--- src/rtl/codec_clk_pkg.sv ---
package codec_clk_pkg;
  // strobes from the alignment control to the divider datapath
  typedef struct packed {
    logic load;   // restart the phase counter at its alignment value
  } divStrobe_t;
endpackage

--- src/rtl/codec_clk_ctrl.sv ---
module codec_clk_ctrl
  import codec_clk_pkg::*;
(
  input  logic       clkIn,
  input  logic       rstN,
  input  logic       syncIn,
  output divStrobe_t strobe
);
  logic syncQ;     // syncIn as seen at the previous edge
  logic armed;     // first edge after reset still pending
  logic syncRise;

  always_ff @(posedge clkIn or negedge rstN) begin
    if (!rstN) begin
      syncQ <= 1'b0;
      armed <= 1'b1;
    end else begin
      syncQ <= syncIn;
      armed <= 1'b0;
    end
  end

  always_comb begin
    syncRise    = syncIn & ~syncQ;
    strobe.load = armed | syncRise;
  end

  // a sync level that is still high one edge after a load never reloads
  p_single_trigger_r7: assert property (@(posedge clkIn) disable iff (!rstN)
    (strobe.load && syncIn) |=> !strobe.load);
endmodule

--- src/rtl/codec_clk_dp.sv ---
module codec_clk_dp
  import codec_clk_pkg::*;
#(
  parameter int CNT_W = 4,   // phase counter width; clkOut divides by 2**(CNT_W-1)
  parameter int LAT   = 4    // edges from alignment to first rise
) (
  input  logic       clkIn,
  input  logic       rstN,
  input  logic       osEn,
  input  divStrobe_t strobe,
  output logic       intOut,
  output logic       clkOut,
  output logic       sclkOut,
  output logic       kozFlag
);
  localparam int TOP_BIT = CNT_W - 1;
  localparam int MID_BIT = CNT_W - 2;
  localparam logic [CNT_W-1:0] LOAD_VAL = CNT_W'((1 << CNT_W) - LAT);

  logic [CNT_W-1:0] phase;
  logic [CNT_W-1:0] phaseNext;

  always_comb begin
    if (strobe.load) phaseNext = LOAD_VAL;
    else             phaseNext = phase + CNT_W'(1);
  end

  always_ff @(posedge clkIn or negedge rstN) begin
    if (!rstN) begin
      phase   <= '0;
      clkOut  <= 1'b0;
      sclkOut <= 1'b0;
      intOut  <= 1'b0;
      kozFlag <= 1'b0;
    end else begin
      phase   <= phaseNext;
      clkOut  <= ~phaseNext[MID_BIT];
      sclkOut <= ~phaseNext[MID_BIT];
      intOut  <= osEn ? ~phaseNext[MID_BIT] : ~phaseNext[TOP_BIT];
      kozFlag <= &phaseNext[MID_BIT-1:0];
    end
  end

  p_reset_quiet_r1: assert property (@(posedge clkIn)
    !rstN |-> (!clkOut && !sclkOut && !intOut && !kozFlag));

  p_sclk_track_r3: assert property (@(posedge clkIn) disable iff (!rstN)
    sclkOut == clkOut);

  p_fast_int_r5: assert property (@(posedge clkIn) disable iff (!rstN)
    $past(osEn) |-> (intOut == clkOut));

  p_load_low_r6: assert property (@(posedge clkIn) disable iff (!rstN)
    strobe.load |=> (!clkOut && !intOut));

  p_koz_edge_r8: assert property (@(posedge clkIn) disable iff (!rstN)
    (kozFlag && !strobe.load) |=> (clkOut != $past(clkOut)));
endmodule

--- src/rtl/codec_clk_gen.sv ---
module codec_clk_gen
  import codec_clk_pkg::*;
#(
  parameter int CNT_W = 4,
  parameter int LAT   = 4
) (
  input  logic clkIn,
  input  logic rstN,
  input  logic osEn,
  input  logic syncIn,
  output logic intOut,
  output logic clkOut,
  output logic sclkOut,
  output logic kozFlag
);
  divStrobe_t strobe;

  codec_clk_ctrl u_ctrl (
    .clkIn  (clkIn),
    .rstN   (rstN),
    .syncIn (syncIn),
    .strobe (strobe)
  );

  codec_clk_dp #(.CNT_W(CNT_W), .LAT(LAT)) u_dp (
    .clkIn   (clkIn),
    .rstN    (rstN),
    .osEn    (osEn),
    .strobe  (strobe),
    .intOut  (intOut),
    .clkOut  (clkOut),
    .sclkOut (sclkOut),
    .kozFlag (kozFlag)
  );
endmodule

--- config.mk ---
export PLATFORM = sky130hd
export DESIGN_NAME = codec_clk_gen
export DESIGN_NICKNAME = d
export VERILOG_FILES = /design/src/rtl/codec_clk_pkg.sv /design/src/rtl/codec_clk_ctrl.sv /design/src/rtl/codec_clk_dp.sv /design/src/rtl/codec_clk_gen.sv
export SDC_FILE = /design/constraint.sdc
export NUM_CORES = 1
export LEC_CHECK = 0
export ABC_AREA = 1
export ABC_CLOCK_PERIOD_IN_PS = 1310
export BUFFER_PORTS_ARGS = -buffer_cell sky130_fd_sc_hd__buf_2
export CAP_MARGIN = 20
export CORE_AREA = 2 2 39 41
export CTS_BUF_LIST = sky130_fd_sc_hd__clkbuf_8
export DETAILED_ROUTE_END_ITERATION = 6
export DIE_AREA = 0 0 41 43
export GPL_ROUTABILITY_DRIVEN = 0
export PLACE_DENSITY = 0.54
export SLEW_MARGIN = 20
export SYNTH_ARGS = -nofsm -noshare
export SYNTH_HDL_FRONTEND = slang
export SYNTH_SLANG_ARGS = --single-unit
export TNS_END_PERCENT = 5
--- constraint.sdc ---
create_clock -name clkIn -period 1.31 [get_ports clkIn]
set_input_delay 0.262 -clock clkIn [delete_from_list [all_inputs] [get_ports clkIn]]
set_output_delay 0.262 -clock clkIn [all_outputs]
set_load 0.05 [all_outputs]
==> results.md, run 1 <==
Synthesis:
- In this run, synthesis produced a sequential element count of 9.
- Ranked by instance count, the synthesized netlist is headed by sky130_fd_sc_hd__dfrtp_1 (8), sky130_fd_sc_hd__inv_1 (5), sky130_fd_sc_hd__nand2_2 (3).
- Yosys printed 0 warnings.
- When the netlist entered floorplanning its net count stood at 36.
- The number of distinct standard cells referenced by the synthesized netlist is 15.
- The synthesized design devotes to its leading area cell type between 50% and 60% of total area.
- Dividing the synthesized area by the synthesized cell count gives 11.5 sq um.
- The share of synthesized area occupied by flip-flops and latches is 63.7%.
- The synthesized netlist cell count is 31.
- The most numerous cell in the Yosys netlist is sky130_fd_sc_hd__dfrtp_1.
- The number of synthesized flops with an enable pin is 0.
- The dominant synthesized flop cell is sky130_fd_sc_hd__dfrtp_1.
- The synthesized cell area is 355 sq um.
- Summed over all instances, the cell type with the most area after synthesis is sky130_fd_sc_hd__dfrtp_1.
- Sorting the synthesized cells by area gives the leading types as sky130_fd_sc_hd__dfrtp_1 (56%), sky130_fd_sc_hd__dfstp_2 (7.4%), sky130_fd_sc_hd__inv_1 (5.3%).
- For this run, asynchronously set or reset flops after synthesis account for 100%.

Detailed routing:
- The total number of vias is approximately 240.
- The DRC violations left is 0.
- The post-detailed-route count of antenna-violating nets is 0.
- Dividing the detail-routed via count by the number of cells gives 4.05.
- The mean routed wirelength per cell is around 9.5 um.
- Before antenna repair, the detailed router went through 2 iterations.
- The initial DRC count is 1.
- After detailed routing, the total wire length is roughly 550 um.

Pwr:
- In this run switching power makes up 23.4% of total power.
- The share of total power dissipated in sequential elements is 44.5%.
- Internal power comes to 518 uW.
- The analysis attributes to cell leakage a power of about 0.25 nW.
- The maximum resistive drop on vdd is approximately 0.7 mV.
- The clock network power share is 47.0%.
- The power dissipated by switching net loads is 158 uW.
- For this design the ratio of total power to cell area is 1470 nW/um^2.
- The share of power burned in combinational logic is 8.5%.

Global routing:
- The overall fraction of global-route tracks in use is 9.02%.
- The pin count of the biggest net entering global routing is 10.
- The number of antenna violations at the first check in global routing is 0.
- The total overflow reported by the global router is 0.
- The number of global-route vias before repair was approximately 240.
- The global-route wire length before repair is 924 um.

Floorplanning:
- The die covers 1760 sq um.
- The top-level I/O count is 8.
- The floorplan has 14 rows.
- The initial utilization of the core area, before any placement, comes to 25.7%.
- The die is 41 um wide.
- After floorplanning, the core was sized to cover 1380 sq um.
- The overall die height is 43 um.

Final layout:
- The layout has 152 filler cells.
- The area occupied by multi-input gates is 98.8 sq um.
- The layout-stage area growth over the synthesis result is 29.2%.
- Cells with a size suffix above 1 make up 40.5% of the layout.
- After the last flow step, the layout net total stands at 48.
- 0 antenna diodes ended up in the layout.
- Registers take 226 sq um.
- The number of standard cells in the final layout excluding fillers is 58.

STA:
- Of the available clock period, the critical path in the final layout requires 84.8%.
- The total count of hold-check failures in the final report is 0.
- Timing would allow up to 901 MHz.
- Summed over all failing endpoints, the final setup total negative slack is 0 ps.
- Counting I/O delays and the setup requirement, the final critical path takes 1110 ps.
- The clock skew after layout is 2.28 ps.
- The number of max-slew violations in the final report is 0.
- Setup violations remaining at the end of the flow were counted as 0.
- Setup repair after global routing left no endpoint under its margin.

CTS:
- Gates resized during post-CTS repair numbered 0.
- The post-CTS setup repair buffer count is 0.
- The clock latency at the later pin of the worst-skew pair is 230 ps.
- The H-tree level count is 1.
- Buffers inserted during clock tree synthesis total 3.
- TritonCTS built the clock tree.
- The total number of clock tree sinks is 9.
- After clock tree synthesis, the clock-pin slew on the worst setup and hold paths is around 50 ps.
- Buffers inserted to repair hold after CTS numbered 1.
- Counting along the longest clock path gives a buffer depth of 2.
- The clock root buffer is sky130_fd_sc_hd__clkbuf_8.

Flow run:
- The max-capacitance violation count is 0.

Placed design:
- The total of buffers placed on input and output ports is 7.
- The number of placed instances with taps included is between 50 and 60.
- Summed over all nets, the half-perimeter wirelength after detailed placement is approximately 400 um.

Setup path:
- Setup slack on the worst reg-to-reg path comes out at 200 ps.
- The classification of the worst setup path is reg2reg.
- The critical path launch point type is a flip-flop.
- In this run the worst path has a maximum fanout of 5.
- At the worst endpoint, the required time is 1480 ps.
- Data on the critical path arrives at its endpoint at 1280 ps.
- The critical path capture point type is a flip-flop.

Worst hold path:
- The min-delay analysis places its worst path in the category in2reg.

Outcome:
- The run finished with clean final reports.
==> power by group through the flow <==
stage / registers [mW] / clock network [mW] / logic (mW)
floorplan: 0.317 / 0 / 0.0249
global placement: 0.305 / 0 / 0.0553
detailed placement: 0.305 / 0 / 0.0561
CTS: 0.301 / 0.333 / 0.0587
global route: 0.303 / 0.352 / 0.0640
finish: 0.301 / 0.318 / 0.0573
==> worst paths after layout <==
kind                                         startpoint                       to  cells past startpoint
worst max-delay path            u_dp.phase[0]$_DFF_PN0_    u_dp.intOut$_DFF_PN0_                      6
worst min register to register  u_dp.phase[0]$_DFF_PN0_  u_dp.phase[0]$_DFF_PN0_                      1
worst max register to register  u_dp.phase[0]$_DFF_PN0_    u_dp.intOut$_DFF_PN0_                      6
max in group asynchronous                          rstN   u_ctrl.armed$_DFF_PN1_                      2
min in group asynchronous                          rstN   u_ctrl.syncQ$_DFF_PN0_                      2
worst min-delay path                             syncIn   u_ctrl.syncQ$_DFF_PN0_                      1
==> registers in the layout (all words and copies together), names as in the netlist <==
name and cells:
u_dp.clkOut 1, u_dp.intOut 1, u_ctrl.syncQ 1, u_dp.phase 4, u_dp.kozFlag 1, u_ctrl.armed 1
==> cells in the final DEF, fill, tap and decap left out, drive strengths merged, types with 2 or more instances in the layout <==
cell type,synthesis,layout
buf,1,7
clkbuf,0,3
dfrtp,8,8
inv,6,6
nand2,4,4
nand3,2,2
nand4,2,2
nor2,2,2
==> worst max-delay path, stage by stage (launching register included) <==
cell,delay [ps]
sky130_fd_sc_hd__dfrtp_1,420
sky130_fd_sc_hd__ha_1,220
sky130_fd_sc_hd__xnor2_1,170
sky130_fd_sc_hd__nand2_2,80
sky130_fd_sc_hd__inv_2,70
sky130_fd_sc_hd__nand2_2,40
sky130_fd_sc_hd__nand2_2,50
==> layer usage <==
layer	global-route usage, %	up-vias	part of all wire, %	wire length, um
li1	-	114	-	-
met1	7.62	111	39	217
met2	13.1	10	50	274
met3	9.42	0	11	59
met4	4.00	0	0	0
met5	0	-	0	0
==> stage by stage <==
stage	setup WS [ps]	instance area [sq um]	hold slack [ps]	util, %	power (mW)
after floorplan	162	355	-33.6	-	0.342
after global placement	237	403	123	29.1	0.360
after detailed placement	213	403	129	29.1	0.362
after CTS	189	459	173	33.2	0.693
after global routing	95.8	459	173	33.2	0.719
final	200	459	179	33.2	0.676
==> layout make-up <==
class | count | share of cell area (%)
clock buffer | 3 | 8.99
clock inverter | 1 | 1.09
timing repair buffer | 8 | 9.81
multi-input combinational | 15 | 21.5
inverter | 6 | 4.90
sequential | 9 | 49.3
tap | 16 | 4.36
==> cell families after synthesis <==
| family | synth area share, % |
|---|---|
| simple gates | 16.2 |
| flops | 63.7 |
| buf+inv | 8.45 |
| compound gates | 4.58 |
| xor+xnor | 2.47 |
| fa+ha+maj | 3.52 |
| other cells | 1.06 |
No activity file was read; power rests on OpenSTA's default activity.
==> run 2: changes to the inputs <==
--- a/config.mk
+++ b/config.mk
@@ -6,7 +6,7 @@
 export NUM_CORES = 1
 export LEC_CHECK = 0
 export ABC_AREA = 1
-export ABC_CLOCK_PERIOD_IN_PS = 1310
+export ABC_CLOCK_PERIOD_IN_PS = 1120
 export BUFFER_PORTS_ARGS = -buffer_cell sky130_fd_sc_hd__buf_2
 export CAP_MARGIN = 20
 export CORE_AREA = 2 2 39 41
==> constraint.sdc (replaced) <==
create_clock -name clkIn -period 1.12 [get_ports clkIn]
set_input_delay 0.224 -clock clkIn [delete_from_list [all_inputs] [get_ports clkIn]]
set_output_delay 0.224 -clock clkIn [all_outputs]
set_load 0.05 [all_outputs]
==> run 2 against run 1 <==
  * Register-to-register slack worse by 110 ps
  * Global-route usage down 1.3 points
  * Sequential power up 16%
  * First-iteration DRC count rose to 6.0 times the previous value
  * Combinational power up 37%
  * Clock power up 12%
  * Sequential cell count unchanged
  * Via count down 0.43%
  * Setup slack worse by 110 ps
  * Wire length down 4.2%
  * Non-clock buffer count up 2
  * Clock-buffer cell count unchanged
==> results.md, run 2 (synthesis results as in run 1) <==
Outcome:
- The flow ran to the end, and the final reports show no timing, DRC or antenna violations.

Setup path:
- By startpoint and endpoint, the worst setup path is classified as reg2out.
- The critical path capture point type is an output port.
- The library cell contributing the largest single delay on the critical path is sky130_fd_sc_hd__dfrtp_1.
- The critical path goes through buf_2.
- The path depth of the worst reg2reg path came to 6 (unchanged).
- The startpoint of the lowest-slack register-to-register path is u_dp.phase[0]$_DFF_PN0_.
- The number of stages on the worst setup path came to 1 (-5).
- The arrival time of data at the critical path endpoint was 810 ps (-470 ps).
- The cell class contributing the biggest share of worst-path delay is flip-flops.
- The endpoint identified for the worst register-to-register timing path is u_dp.intOut$_DFF_PN0_.
- The slack of the worst reg-to-reg path is 90 ps (-110 ps).
- The count of buffer and inverter cells on the critical path came to 1 (unchanged).
- The biggest cell delay along the critical path is 320 ps (-100 ps).
- The worst path required time came to 900 ps (-580 ps).
- The maximum fanout count along the critical path was 2 (-3).
- The worst setup path is launched from a flip-flop.

Floorplanning:
- The row count is 14 (unchanged).
- The floorplan die area is 1760 sq um (unchanged).
- The effective utilization at floorplan is 25.7% (unchanged).
- The top-level I/O count came to 8 (unchanged).
- The placeable core region was 1380 sq um (unchanged).
- The overall die height was 43 um (unchanged).
- The chip width is 41 um (unchanged).

Placed design:
- The number of placed instances with taps included is 54 (+1.9%).
- The post-DP HPWL came to 388 um (-3.9%).
- The total of buffers placed on input and output ports is 7 (unchanged).

Final layout:
- More flip-flops sit in one register than any other, and that register is u_dp.phase.
- The area occupied by multi-input gates was 101 sq um (+2.5%).
- The most common cell after layout, fill and taps aside is sky130_fd_sc_hd__dfrtp_1.
- The final-stage net count is 50 (+4.2%).
- The number of standard cells in the final layout excluding fillers is 60 (+3.4%).
- Compared with the post-synthesis result, the final layout area differs by 33.8%.
- The number of flip-flops under the largest register name is 4 (unchanged).
- The filler cell count in the final layout is 145 (-4.6%).
- The number of diodes added for antenna fixing came to 0 (unchanged).
- In the layout the commonest cells are sky130_fd_sc_hd__dfrtp_1 (8), sky130_fd_sc_hd__buf_2 (7), sky130_fd_sc_hd__inv_1 (6), sky130_fd_sc_hd__nand2_2 (3), sky130_fd_sc_hd__clkbuf_8 (3).
- The sequential cell area in the final layout was 226 sq um (unchanged).
- The share of final-layout standard cells stronger than drive strength 1 is 43.2% (+2.7 points).

Detailed routing:
- The DRC violations left came to 0 (unchanged).
- The total number of vias is 234 (-0.43%).
- The first-pass detailed-route iteration total is 2 (unchanged).
- The initial DRC count was 6 (+5).
- The post-detailed-route count of antenna-violating nets was 0 (unchanged).
- The mean routed wirelength per cell was 8.80 um (-7.4%).
- The total wirelength of the detailed-routed design was 528 um (-4.2%).
- The via-per-instance ratio is 3.90 (-3.7%).

CTS:
- The cell sitting at the root of the clock tree is a sky130_fd_sc_hd__clkbuf_8.
- The H-tree level count is 1 (unchanged).
- The total number of clock tree sinks came to 9 (unchanged).
- The clock latency at the later pin of the worst-skew pair was 230 ps (about the same).
- The CTS tree is done.
- The clock-pin slew of the registers on the worst-case setup and hold paths came to 40 ps (about the same).
- The worst-case clock buffer depth was 2 (unchanged).
- The total CTS buffers is 3 (unchanged).

STA:
- The number of setup violations in the final report is 0 (unchanged).
- The worst hold slack after final layout is 159 ps (-19.9 ps).
- Setup repair after global routing left no endpoint under its margin.
- The clock skew after layout came to 3.12 ps (+0.840 ps).
- The number of max-slew violations in the final report is 0 (unchanged).
- The portion of the clock cycle consumed by the worst path in the final layout is 92.3%.
- The setup TNS was 0 ps (unchanged).
- Timing would allow up to around 970 MHz.
- The total count of hold-check failures in the final report is 0 (unchanged).
- The final period demand of the worst path is approximately 1000 ps.

Pwr:
- The maximum resistive drop on vdd was 0.786 mV (+12%).
- The total chip power is 784 uW (+16%).
- The total power divided by cell area is 1650 nW/um^2 (+12%).
- The leakage power is 0.258 nW (+3.9%).

Worst hold path:
- The startpoint identified for the worst hold timing path is syncIn.
- The cell depth of the worst hold path is 1 (unchanged).
- The sink of the worst hold path is u_ctrl.syncQ$_DFF_PN0_.
- The path category of the worst min-delay check is in2reg.

Global routing:
- The number of antenna violations at the first check in global routing came to 0 (unchanged).
- The total overflow reported by the global router is 0 (unchanged).
- The overall fraction of global-route tracks in use is 7.72% (-1.3 points).
- The pin count of the biggest net entering global routing is 10 (unchanged).
- The number of global-route vias before repair is 217 (-9.2%).
- The global-route wire length before repair is 841 um (-9.0%).

Flow run:
- The max-capacitance violation count came to 0 (unchanged).
run 2: changes by cell type in the layout (fill, tap and decap cells not counted):
| cell | before | now |
|---|---|---|
| sky130_fd_sc_hd__clkinv_2 | 1 | 0 |
| sky130_fd_sc_hd__ha_2 | 0 | 1 |
| sky130_fd_sc_hd__buf_4 | 0 | 2 |
| sky130_fd_sc_hd__inv_1 | 5 | 6 |
| sky130_fd_sc_hd__ha_1 | 1 | 0 |
run 2: power by group:
part | switching, mW | internal [mW] | total (mW)
registers | 0.00736 | 0.343 | 0.350
logic | 0.0506 | 0.0277 | 0.0783
clock network | 0.117 | 0.238 | 0.355
run 2: routing by layer:
metal  global-route usage (%)  vias to the layer above  routed length, um
met4                     2.00                        0                  0
met1                     8.03                      106                233
li1                         -                      118                  -
met5                        0                        -                  0
met2                     10.6                       10                239
met3                     7.85                        0                 55
run 2: per-stage QoR:
step	setup slack [ps]	area [sq um]	utilization, %
after detailed placement	80.3	410	29.7
after global placement	102	410	29.7
after global routing	12.2	475	34.4
after CTS	71.3	465	33.6
final	86.7	475	34.4
after floorplan	9.73	355	-
run 2: cell type report:
cell class | instances | share of cell area [%]
Timing Repair Buffer | 10 | 12.6
Multi-Input combinational cell | 15 | 21.3
Inverter | 6 | 4.74
Sequential cell | 9 | 47.6
Tap cell | 16 | 4.21
Clock buffer | 3 | 8.68
Clock inverter | 1 | 0.789
run 2: what timing repair did:
action,4_1_cts,5_1_grt
resized for setup,0,1
hold endpoints to repair,8,0
hold buffers,1,0
buffers inserted,0,1
endpoints found under the setup margin,0,1
run 2: how the worst max path moves through the flow:
stage	slack [ps]	to	startpoint
after global placement	100	u_dp.intOut$_DFF_PN0_	u_dp.phase[1]$_DFF_PN0_
after CTS	70	u_dp.intOut$_DFF_PN0_	u_dp.phase[1]$_DFF_PN0_
final	90	sclkOut	u_dp.clkOut$_DFF_PN0_
after global routing	10	u_dp.intOut$_DFF_PN0_	u_dp.phase[0]$_DFF_PN0_
after detailed placement	80	u_dp.intOut$_DFF_PN0_	u_dp.phase[1]$_DFF_PN0_
after floorplan	10	sclkOut	u_dp.clkOut$_DFF_PN0_
